`src/rtl/tcmp_pkg.sv`:
```
package tcmp_pkg;
  typedef enum logic [3:0] {
    MODE_OFF    = 4'b0000,
    MODE_SET_HI = 4'b1000,
    MODE_SET_LO = 4'b1001,
    MODE_FLAG   = 4'b1010,
    MODE_EVENT  = 4'b1011
  } tcmp_mode_e;

  localparam int ADDR_CTRL    = 0;
  localparam int ADDR_TMR     = 1;
  localparam int ADDR_FLAGCLR = 2;

  function automatic int cmp_addr(input int ch);
    return 3 + 2 * ch;
  endfunction

  function automatic int mode_addr(input int ch);
    return 4 + 2 * ch;
  endfunction

  function automatic logic mode_active(input logic [3:0] m);
    return (m == MODE_SET_HI) || (m == MODE_SET_LO) ||
           (m == MODE_FLAG) || (m == MODE_EVENT);
  endfunction
endpackage

```
`src/rtl/tcmp_timer.sv`:
```
module tcmp_timer #(
  parameter int TW = 16
) (
  input  logic          clk,
  input  logic          rst_n,
  input  logic          adv,
  input  logic          load,
  input  logic [TW-1:0] load_val,
  input  logic          evt_clr,
  input  logic          ovf_clr,
  output logic [TW-1:0] cnt,
  output logic          ovf
);
  localparam logic [TW-1:0] CNT_MAX = '1;

  logic wrap;
  assign wrap = adv && !evt_clr && (cnt == CNT_MAX);

  always_ff @(posedge clk) begin
    if (!rst_n) begin
      cnt <= '0;
    end else if (load) begin
      cnt <= load_val;
    end else if (adv) begin
      if (evt_clr) cnt <= '0;
      else         cnt <= cnt + 1'b1;
    end
  end

  always_ff @(posedge clk) begin
    if (!rst_n)       ovf <= 1'b0;
    else if (wrap)    ovf <= 1'b1;
    else if (ovf_clr) ovf <= 1'b0;
  end
endmodule

```
`src/rtl/tcmp_chan.sv`:
```
module tcmp_chan
  import tcmp_pkg::*;
#(
  parameter int TW = 16,
  parameter int MW = 4
) (
  input  logic          clk,
  input  logic          rst_n,
  input  logic [TW-1:0] cnt,
  input  logic          adv,
  input  logic          wr_cmp,
  input  logic          wr_mode,
  input  logic [TW-1:0] wdata,
  input  logic          flag_clr,
  output logic          pin,
  output logic          flag,
  output logic          hit,
  output logic          evt,
  output logic [MW-1:0] mode_o
);
  logic [TW-1:0] cmp_q;
  logic [MW-1:0] mode_q;

  assign hit    = adv && mode_active(mode_q) && (cnt == cmp_q);
  assign evt    = hit && (mode_q == MODE_EVENT);
  assign mode_o = mode_q;

  always_ff @(posedge clk) begin
    if (!rst_n) begin
      cmp_q  <= '0;
      mode_q <= '0;
    end else begin
      if (wr_cmp)  cmp_q  <= wdata;
      if (wr_mode) mode_q <= wdata[MW-1:0];
    end
  end

  always_ff @(posedge clk) begin
    if (!rst_n) begin
      pin <= 1'b0;
    end else if (wr_mode) begin
      case (wdata[MW-1:0])
        MODE_OFF:    pin <= 1'b0;
        MODE_SET_HI: pin <= 1'b0;
        MODE_SET_LO: pin <= 1'b1;
        default:     pin <= pin;
      endcase
    end else if (hit) begin
      if (mode_q == MODE_SET_HI)      pin <= 1'b1;
      else if (mode_q == MODE_SET_LO) pin <= 1'b0;
    end
  end

  always_ff @(posedge clk) begin
    if (!rst_n)        flag <= 1'b0;
    else if (hit)      flag <= 1'b1;
    else if (flag_clr) flag <= 1'b0;
  end
endmodule

```
`src/rtl/tcmp_top.sv`:
```
module tcmp_top
  import tcmp_pkg::*;
#(
  parameter int TW     = 16,
  parameter int NCH    = 2,
  parameter int ADC_CH = 1,
  parameter int AW     = 3
) (
  input  logic           clk,
  input  logic           rst_n,
  input  logic           tick_en,
  input  logic           adc_en,
  input  logic           wr_en,
  input  logic [AW-1:0]  wr_addr,
  input  logic [TW-1:0]  wr_data,
  output logic [TW-1:0]  tmr_count,
  output logic           ovf_flag,
  output logic [NCH-1:0] cmp_flag,
  output logic [NCH-1:0] cmp_pin,
  output logic           adc_start
);
  localparam int MW = 4;

  logic           run_q;
  logic           ld_tmr;
  logic           flag_wr;
  logic           tick_go;
  logic           evt_any;
  logic [NCH-1:0] hit;
  logic [NCH-1:0] evt;
  logic [NCH-1:0] mode_wr;
  logic [NCH-1:0] cmp_wr;
  logic [NCH*MW-1:0] mode_flat;

  assign ld_tmr  = wr_en && (wr_addr == AW'(ADDR_TMR));
  assign flag_wr = wr_en && (wr_addr == AW'(ADDR_FLAGCLR));
  assign tick_go = run_q && tick_en && !ld_tmr;
  assign evt_any = |evt;

  always_ff @(posedge clk) begin
    if (!rst_n) run_q <= 1'b0;
    else if (wr_en && (wr_addr == AW'(ADDR_CTRL))) run_q <= wr_data[0];
  end

  tcmp_timer #(.TW(TW)) u_tmr (
    .clk      (clk),
    .rst_n    (rst_n),
    .adv      (tick_go),
    .load     (ld_tmr),
    .load_val (wr_data),
    .evt_clr  (evt_any),
    .ovf_clr  (flag_wr && wr_data[0]),
    .cnt      (tmr_count),
    .ovf      (ovf_flag)
  );

  for (genvar g = 0; g < NCH; g++) begin : g_ch
    assign cmp_wr[g]  = wr_en && (wr_addr == AW'(cmp_addr(g)));
    assign mode_wr[g] = wr_en && (wr_addr == AW'(mode_addr(g)));

    tcmp_chan #(.TW(TW), .MW(MW)) u_chan (
      .clk      (clk),
      .rst_n    (rst_n),
      .cnt      (tmr_count),
      .adv      (tick_go),
      .wr_cmp   (cmp_wr[g]),
      .wr_mode  (mode_wr[g]),
      .wdata    (wr_data),
      .flag_clr (flag_wr && wr_data[g+1]),
      .pin      (cmp_pin[g]),
      .flag     (cmp_flag[g]),
      .hit      (hit[g]),
      .evt      (evt[g]),
      .mode_o   (mode_flat[g*MW +: MW])
    );
  end

  always_ff @(posedge clk) begin
    if (!rst_n) adc_start <= 1'b0;
    else        adc_start <= evt[ADC_CH] && adc_en;
  end
endmodule

```
`config.mk`:
```
export PLATFORM = sky130hd
export DESIGN_NAME = tcmp_top
export DESIGN_NICKNAME = d
export VERILOG_FILES = /design/src/rtl/tcmp_pkg.sv /design/src/rtl/tcmp_timer.sv /design/src/rtl/tcmp_chan.sv /design/src/rtl/tcmp_top.sv
export SDC_FILE = /design/constraint.sdc
export NUM_CORES = 1
export LEC_CHECK = 0
export ABC_AREA = 0
export CAP_MARGIN = 20
export CELL_PAD_IN_SITES_DETAIL_PLACEMENT = 1
export CELL_PAD_IN_SITES_GLOBAL_PLACEMENT = 1
export CORE_AREA = 2 2 94 96
export CTS_BUF_LIST = sky130_fd_sc_hd__clkbuf_8
export DETAILED_ROUTE_END_ITERATION = 8
export DIE_AREA = 0 0 96 98
export DONT_BUFFER_PORTS = 1
export PLACE_DENSITY = 0.72
export SLEW_MARGIN = 10
export SYNTH_ARGS = -nofsm -noshare
export SYNTH_HDL_FRONTEND = slang
export SYNTH_SLANG_ARGS = --single-unit
export TNS_END_PERCENT = 5
```
`constraint.sdc`:
```
create_clock -name clk -period 3.7 [get_ports clk]
set_input_delay 0.37 -clock clk [delete_from_list [all_inputs] [get_ports clk]]
set_output_delay 0.37 -clock clk [all_outputs]
set_load 0.05 [all_outputs]
```
==> out/qor.yml, run 1 <==
clocking:
  numClockSinks: 63
  clkTransAtPathRegs_ns: 0.08
  clock_path_buffers: 2
  root_buffer: "clkbuf_8"
  hold_buffers: 0
  htree_num_levels: 3
  clk_latency_ns: 0.36
  cts_tree: "yes"
  ctsResizeCount: 0
  postCtsSetupBuffers: 0
  numCtsBuffers: 9
setup_path:
  regToRegSetupSlack_ns: 1.19
  critPathCapture: "g_ch[1].u_chan.pin"
  r2r_cells: 5
  r2r_start: "u_tmr.cnt[0]"
  cp-start-kind: "flip-flop"
  worstPathArrival_ns: 2.80
  critPathKind: "flip-flop to flip-flop"
  crit_path_start: "u_tmr.cnt[0]"
  critPathRequiredTime_ns: 4.00
  worst-path-max-fanout: 7
  r2r-end: "g_ch[1].u_chan.pin"
  crit_path_end_kind: "flip-flop"
timing:
  grt_setup_unrepaired: "no"
  setup_viol: 0
  fin_crit_sh_pct: 67.8
  final.setup.worst_slack_ns: 1.19
  period_needed_ns: 2.51
  slew_viol_final: 0
  fin_skew_ns: 0.0115
  setup_tns_ns: 0
  slew_headroom_pct: 44.1
  tightest_slew_ns: 0.836
  hold_viol_final: 0
  max_freq_mhz: 399
flow_run:
  cap_violations: 0
routing:
  drtAntennaViolNets: 0
  via_per_inst: 5.78
  drtIter0Drc: 122
  drc_errors: 0
  firstDrtPassIters: 4
  vias: 2942
  drt-total-wl_um: 10300
  wl_per_cell_um: 20.2
synth:
  syn_nets: 429
  netlist_instances: 404
  synth_edf_count: 0
  ys_seq_elements: 63
  synth_top_area_share_pct: 38.5
  yosysTopAreaCell: "dfxtp_1"
  yosysMostFrequentCell: "nand2_1"
  synthFlopType: "dfxtp_1"
  synth.distinct_cells: 39
  ys_async_sr_fraction_pct: 0
  syn-cell-area_um2: 3270
  ys_warn_count: 0
  synth_area_leaders: "dfxtp_1 39%, nand2_1 8.9%, a21oi_1 7.8%"
  syn_avg_cell_area_um2: 8.10
  yosys-top-cells-count: "78 x nand2_1, 63 x dfxtp_1, 51 x a21oi_1"
  ys_seq_area_share_pct: 38.5
floorplanning:
  die_w_um: 96
  start_util_pct: 38.6
  coreArea_um2: 8470
  row_count: 34
  pin_count: 46
  chipHeight_um: 98
  die_area_um2: 9410
global_route:
  grt_pass1_vias: 2969
  grt_pass1_wl_um: 16400
  antenna_found_initial: 0
  grt-ovfl-total: 0
  grt_start_max_net_pins: 24
  grt_usage_pct: 23.4
pwr:
  power_density_nw_per_um2: 395
  p_leak_uw: 0.00136
  ir_worst_vdd_mv: 0.159
worst_hold_path:
  hold_path_class: "input pin to flip-flop"
  hold_depth: 1
place:
  dp.cells: 493
  gp_congestion: 0.825
  port_buffers: 0
  place_ws_ns: 1.21
  dp_hpwl_um: 7290
run_status:
  status: "finished, final reports clean"
finish:
  syn2layout_area_growth_pct: 8.22
  final_cells: 509
  n_antenna_cell: 0
  final_nets: 421
  drive_gt1_share_pct: 11.2
worst min path at each step:
stage / startpoint / endpoint / slack, ns
floorplan: g_ch[0].u_chan.flag / g_ch[0].u_chan.flag / 0.44
global placement: g_ch[1].u_chan.cmp_q[15] / g_ch[1].u_chan.cmp_q[15] / 0.45
detailed placement: g_ch[0].u_chan.cmp_q[10] / g_ch[0].u_chan.cmp_q[10] / 0.46
CTS: rst_n / g_ch[1].u_chan.flag / 0.12
global route: rst_n / g_ch[1].u_chan.flag / 0.12
finish: rst_n / g_ch[1].u_chan.flag / 0.12
sequential cells by signal (all words and copies together), names as in the netlist:
register and flops:
adc_start 1, g_ch.u_chan.cmp_q 32, g_ch.u_chan.flag 2, g_ch.u_chan.pin 2, run_q 1, g_ch.u_chan.mode_o 8
u_tmr.ovf 1, u_tmr.cnt 16
metrics by stage:
stage	power (µW)	hold WS [ns]	utilization, %	instance area [µm²]
floorplan	809	0.437	-	3270
global placement	834	0.454	39.7	3360
detailed placement	837	0.463	39.7	3360
CTS	1410	0.121	41.8	3540
global route	1450	0.118	41.8	3540
finish	1400	0.125	41.8	3540
layout make-up:
type	instances	area (µm²)
inverters	2	7.51
repair buffers	19	143
well taps	108	135
multi-input cells	301	1810
clock buffers	11	151
flip-flops and latches	63	1260
fillers	1014	4920
clock inverters	5	32.5
critical path, cell delays in order, from the launching register on:
cell and delay, ns:
dfxtp_1 0.80, xnor2_1 0.19, nand4_1 0.13, or4_1 0.64, or4_1 0.54, a21oi_1 0.13
layer usage:
metal,track usage (%),vias up,share of wire (%)
met5,0,-,0
met4,7.25,0,1.5
met3,7.02,14,7.1
met2,35.7,96,47
met1,31.7,1454,44
li1,-,1378,-
placed cells by master, fill, tap and decap left out, drive strengths merged:
master / n
nand2: 78
dfxtp: 63
a21oi: 51
xor2: 26
nor2: 22
xnor2: 20
buf: 19
and3: 19
o32ai: 16
nand3: 13
clkbuf: 11
nor4: 8
nand4: 8
mux2i: 7
nor3: 5
or4: 5
nor2b: 4
o21ai: 4
clkinvlp: 3
nand2b: 2
inv: 2
o22ai: 2
a31oi: 2
clkinv: 2
nor4bb: 1
or3: 1
nand3b: 1
nor3b: 1
and3b: 1
a21boi: 1
o21a: 1
or2: 1
ha: 1
power by group:
group          total, µW  internal, µW  switching (µW)
logic                116          39.5            76.1
registers            705           691            14.1
clock network        578           277             301
total               1400          1010             391
cells by family after synthesis:
family	Yosys count	synth area share, %
flip-flops	63	38.5
buffers and inverters	40	6.58
adder cells (fa/ha/maj)	1	0.382
AO/OA/AOI/OAI	77	14.1
XOR/XNOR	46	13.5
multiplexers	7	2.14
AND/OR/NAND/NOR	170	24.7
Note: power is estimated with default switching activity, not from simulation.
==> run 2, diff against run 1 <==
--- a/config.mk
+++ b/config.mk
@@ -5,16 +5,16 @@
 export SDC_FILE = /design/constraint.sdc
 export NUM_CORES = 1
 export LEC_CHECK = 0
-export ABC_AREA = 0
+export ABC_AREA = 1
 export CAP_MARGIN = 20
 export CELL_PAD_IN_SITES_DETAIL_PLACEMENT = 1
 export CELL_PAD_IN_SITES_GLOBAL_PLACEMENT = 1
-export CORE_AREA = 2 2 94 96
+export CORE_AREA = 2 2 101 103
 export CTS_BUF_LIST = sky130_fd_sc_hd__clkbuf_8
 export DETAILED_ROUTE_END_ITERATION = 8
-export DIE_AREA = 0 0 96 98
+export DIE_AREA = 0 0 103 105
 export DONT_BUFFER_PORTS = 1
-export PLACE_DENSITY = 0.72
+export PLACE_DENSITY = 0.77
 export SLEW_MARGIN = 10
 export SYNTH_ARGS = -nofsm -noshare
 export SYNTH_HDL_FRONTEND = slang
==> constraint.sdc (replaced) <==
create_clock -name clk -period 2 [get_ports clk]
set_input_delay 0.2 -clock clk [delete_from_list [all_inputs] [get_ports clk]]
set_output_delay 0.2 -clock clk [all_outputs]
set_load 0.05 [all_outputs]
==> run 2 against run 1 <==
Net effect: non-clock buffer count increased by 19; power is 100% higher; synthesized area increased by 16%; setup slack worse by 1.0 ns; clock skew is 0.0011 ns higher; sequential power is 89% higher; critical path type unchanged; first-iteration DRC count increased by 23%; die area is 15% higher; register-to-register slack got worse by 1.0 ns.
==> out/qor.yml, run 2 <==
floorplanning:
  die_area_um2: 10800  # +15%
  pin_count: 46  # unchanged
  start_util_pct: 39.2  # +0.59 points
  chipHeight_um: 105  # +7.1%
  die_w_um: 103  # +7.3%
  row_count: 36  # +5.9%
  coreArea_um2: 9640  # +14%
pwr:
  p_leak_uw: 0.00187  # +38%
  switchingPower_uw: 840  # +110%
  p_sw_share_pct: 29.5  # +1.5 points
  ir_worst_vdd_mv: 0.360  # +130%
  p_clk_share_pct: 40.8  # -0.5 points
  power_density_nw_per_um2: 660  # +67%
  internal_power_uw: 2010  # +99%
  p_seq_share_pct: 46.6  # -3.8 points
  combPwrFrac_pct: 12.6  # +4.3 points
synth:
  synthFlopType: "dfxtp_1"
  synth_area_leaders: "dfxtp_1 33%, nand2_1 11%, inv_1 8.5%"
  yosysMostFrequentCell: "nand2_1"
  yosysTopAreaCell: "dfxtp_1"
  synth_edf_count: 0  # unchanged
  yosys-top-cells-count: "109 x nand2_1, 86 x inv_1, 63 x dfxtp_1"
  syn_avg_cell_area_um2: 6.43  # -21%
  synth_top_area_share_pct: 33.3  # -5.2 points
  ys_async_sr_fraction_pct: 0  # unchanged
  ys_seq_area_share_pct: 33.3  # -5.2 points
  syn_nets: 613  # +43%
  syn-cell-area_um2: 3780  # +16%
  synth.distinct_cells: 34  # -13%
  ys_seq_elements: 63  # unchanged
  netlist_instances: 588  # +46%
  ys_warn_count: 0  # unchanged
place:
  gp_congestion: 0.942  # +14%
  dp_hpwl_um: 9990  # +37%
  port_buffers: 0  # unchanged
  dp.cells: 724  # +47%
setup_path:
  worst-path-max-fanout: 17  # +10
  crit_path_start: "u_tmr.cnt[10]"
  critPathKind: "flip-flop to flip-flop"
  r2r_start: "u_tmr.cnt[10]"
  critPathCapture: "u_tmr.cnt[7]"
  cp-start-kind: "flip-flop"
  regToRegSetupSlack_ns: 0.16  # -1.03 ns
  critPathRequiredTime_ns: 2.20  # -1.80 ns
  r2r-end: "u_tmr.cnt[7]"
  crit_path_end_kind: "flip-flop"
  worstPathArrival_ns: 2.04  # -0.76 ns
  r2r_cells: 9  # +4
routing:
  wl_per_cell_um: 18.3  # -9.6%
  via_per_inst: 5.33  # -7.8%
  drtAntennaViolNets: 0  # unchanged
  vias: 3979  # +35%
  drtIter0Drc: 150  # +23%
  drc_errors: 0  # unchanged
  drt-total-wl_um: 13600  # +33%
  firstDrtPassIters: 4  # unchanged
finish:
  fillers: 1328  # +31%
  final_nets: 634  # +51%
  largest_reg_flops: 32  # unchanged
  largest_register: "g_ch.u_chan.cmp_q"
  mostFrequentLayoutCells: "109 x nand2_1, 87 x inv_1, 61 x a21oi_1, 61 x dfxtp_1, 55 x nor2_1"
  drive_gt1_share_pct: 14.2  # +2.9 points
  final_cells: 747  # +47%
  n_antenna_cell: 0  # unchanged
  syn2layout_area_growth_pct: 14.0
  final_common_cell: "nand2_1"
clocking:
  htree_num_levels: 3  # unchanged
  clkTransAtPathRegs_ns: 0.08  # about the same
  numClockSinks: 63  # unchanged
  cts_tree: "yes"
  root_buffer: "clkbuf_8"
  clk_latency_ns: 0.36  # about the same
  clock_path_buffers: 2  # unchanged
  numCtsBuffers: 9  # unchanged
global_route:
  grt-ovfl-total: 0  # unchanged
  antenna_found_initial: 0  # unchanged
  grt_pass1_vias: 4029  # +36%
  grt_usage_pct: 26.1  # +2.7 points
  grt_pass1_wl_um: 21500  # +31%
  grt_start_max_net_pins: 36  # +50%
timing:
  setup_tns_ns: 0  # unchanged
  fin_crit_sh_pct: 91.9  # +24 points
  slew_headroom_pct: 48.2  # +4.1 points
  hold_viol_final: 0  # unchanged
  grt_setup_unrepaired: "no"
  slew_viol_final: 0  # unchanged
  period_needed_ns: 1.84  # -0.670 ns
  tightest_slew_ns: 0.776  # -0.0603 ns
  setup_viol: 0  # unchanged
  max_freq_mhz: 544  # +36%
  fin_skew_ns: 0.0126  # +0.00108 ns
worst_hold_path:
  hold_path_class: "input pin to flip-flop"
  hold_start: "wr_data[14]"
  hold_depth: 2  # +1
run_status:
  status: "finished, final reports clean"
flow_run:
  cap_violations: 0  # unchanged
==> run 2: kinds of logic (layout without fill, tap and decap cells) <==
group / count (synthesis) / count (layout) / synth area share [%]
xor gates and xnor gates: 13 / 13 / 3.01
and+or+nand+nor: 247 / 247 / 30.5
DFF: 63 / 63 / 33.3
AOI/OAI and AO/OA: 131 / 131 / 18.2
adders and majority gates: 1 / 1 / 0.331
buffers and inverters: 133 / 159 / 14.7
==> run 2: power groups by stage <==
stage	Sequential, µW	Clock, µW	Combinational [µW]
after floorplan	1370	0	221
after global placement	1350	0	322
after detailed placement	1350	0	331
after CTS	1330	1170	350
after global routing	1330	1250	395
final	1330	1160	358
==> run 2: critical path, stage by stage (launching register included) <==
cell	delay [ns]
dfxtp_1	0.47
nor2_1	0.12
nor2_1	0.14
nand2_1	0.07
nor2_1	0.11
nand2_1	0.08
nor2_2	0.18
nand3_4	0.25
nand4_1	0.18
a21oi_1	0.07
==> run 2: metrics by stage <==
step	area, µm²	worst slack, ns	util (%)	total power [µW]	hold WS, ns
global route	4310	0.00965	44.7	2970	0.0331
detailed placement	4030	0.161	41.8	1690	0.327
floorplan	3780	0.0580	-	1590	0.319
CTS	4270	0.129	44.3	2850	0.000535
finish	4310	0.163	44.7	2850	0.0340
global placement	4030	0.215	41.8	1670	0.327
==> run 2: how the worst min path moves through the flow <==
stage | to | slack, ns
floorplan | adc_start | 0.32
global placement | adc_start | 0.33
detailed placement | adc_start | 0.33
CTS | g_ch[0].u_chan.cmp_q[12] | 0.0005
global route | g_ch[1].u_chan.cmp_q[14] | 0.03
finish | g_ch[0].u_chan.cmp_q[14] | 0.03
==> run 2: repair_timing <==
action,4_1_cts,5_1_grt
setup endpoints to repair,0,17
buffers inserted,0,1
endpoints found under the hold margin,36,3
resized for setup,0,2
hold buffers,4,1
==> run 2: cell type report <==
| type | count | area (µm²) | share of cell area [%] |
|---|---|---|---|
| Clock inverter | 6 | 61.3 | 1.42 |
| Inverter | 105 | 397 | 9.20 |
| Clock buffer | 10 | 138 | 3.19 |
| Tap cell | 133 | 166 | 3.86 |
| Multi-Input combinational cell | 392 | 1970 | 45.7 |
| Timing Repair Buffer | 38 | 314 | 7.29 |
| Sequential cell | 63 | 1260 | 29.3 |
==> run 2: routing by layer <==
| layer | vias up | track usage [%] | part of all wire (%) |
|---|---|---|---|
| met3 | 22 | 6.62 | 6.5 |
| met1 | 1876 | 32.5 | 42 |
| met4 | 0 | 6.86 | 2.0 |
| met5 | - | 0 | 0 |
| met2 | 137 | 44.2 | 49 |
| li1 | 1944 | - | - |
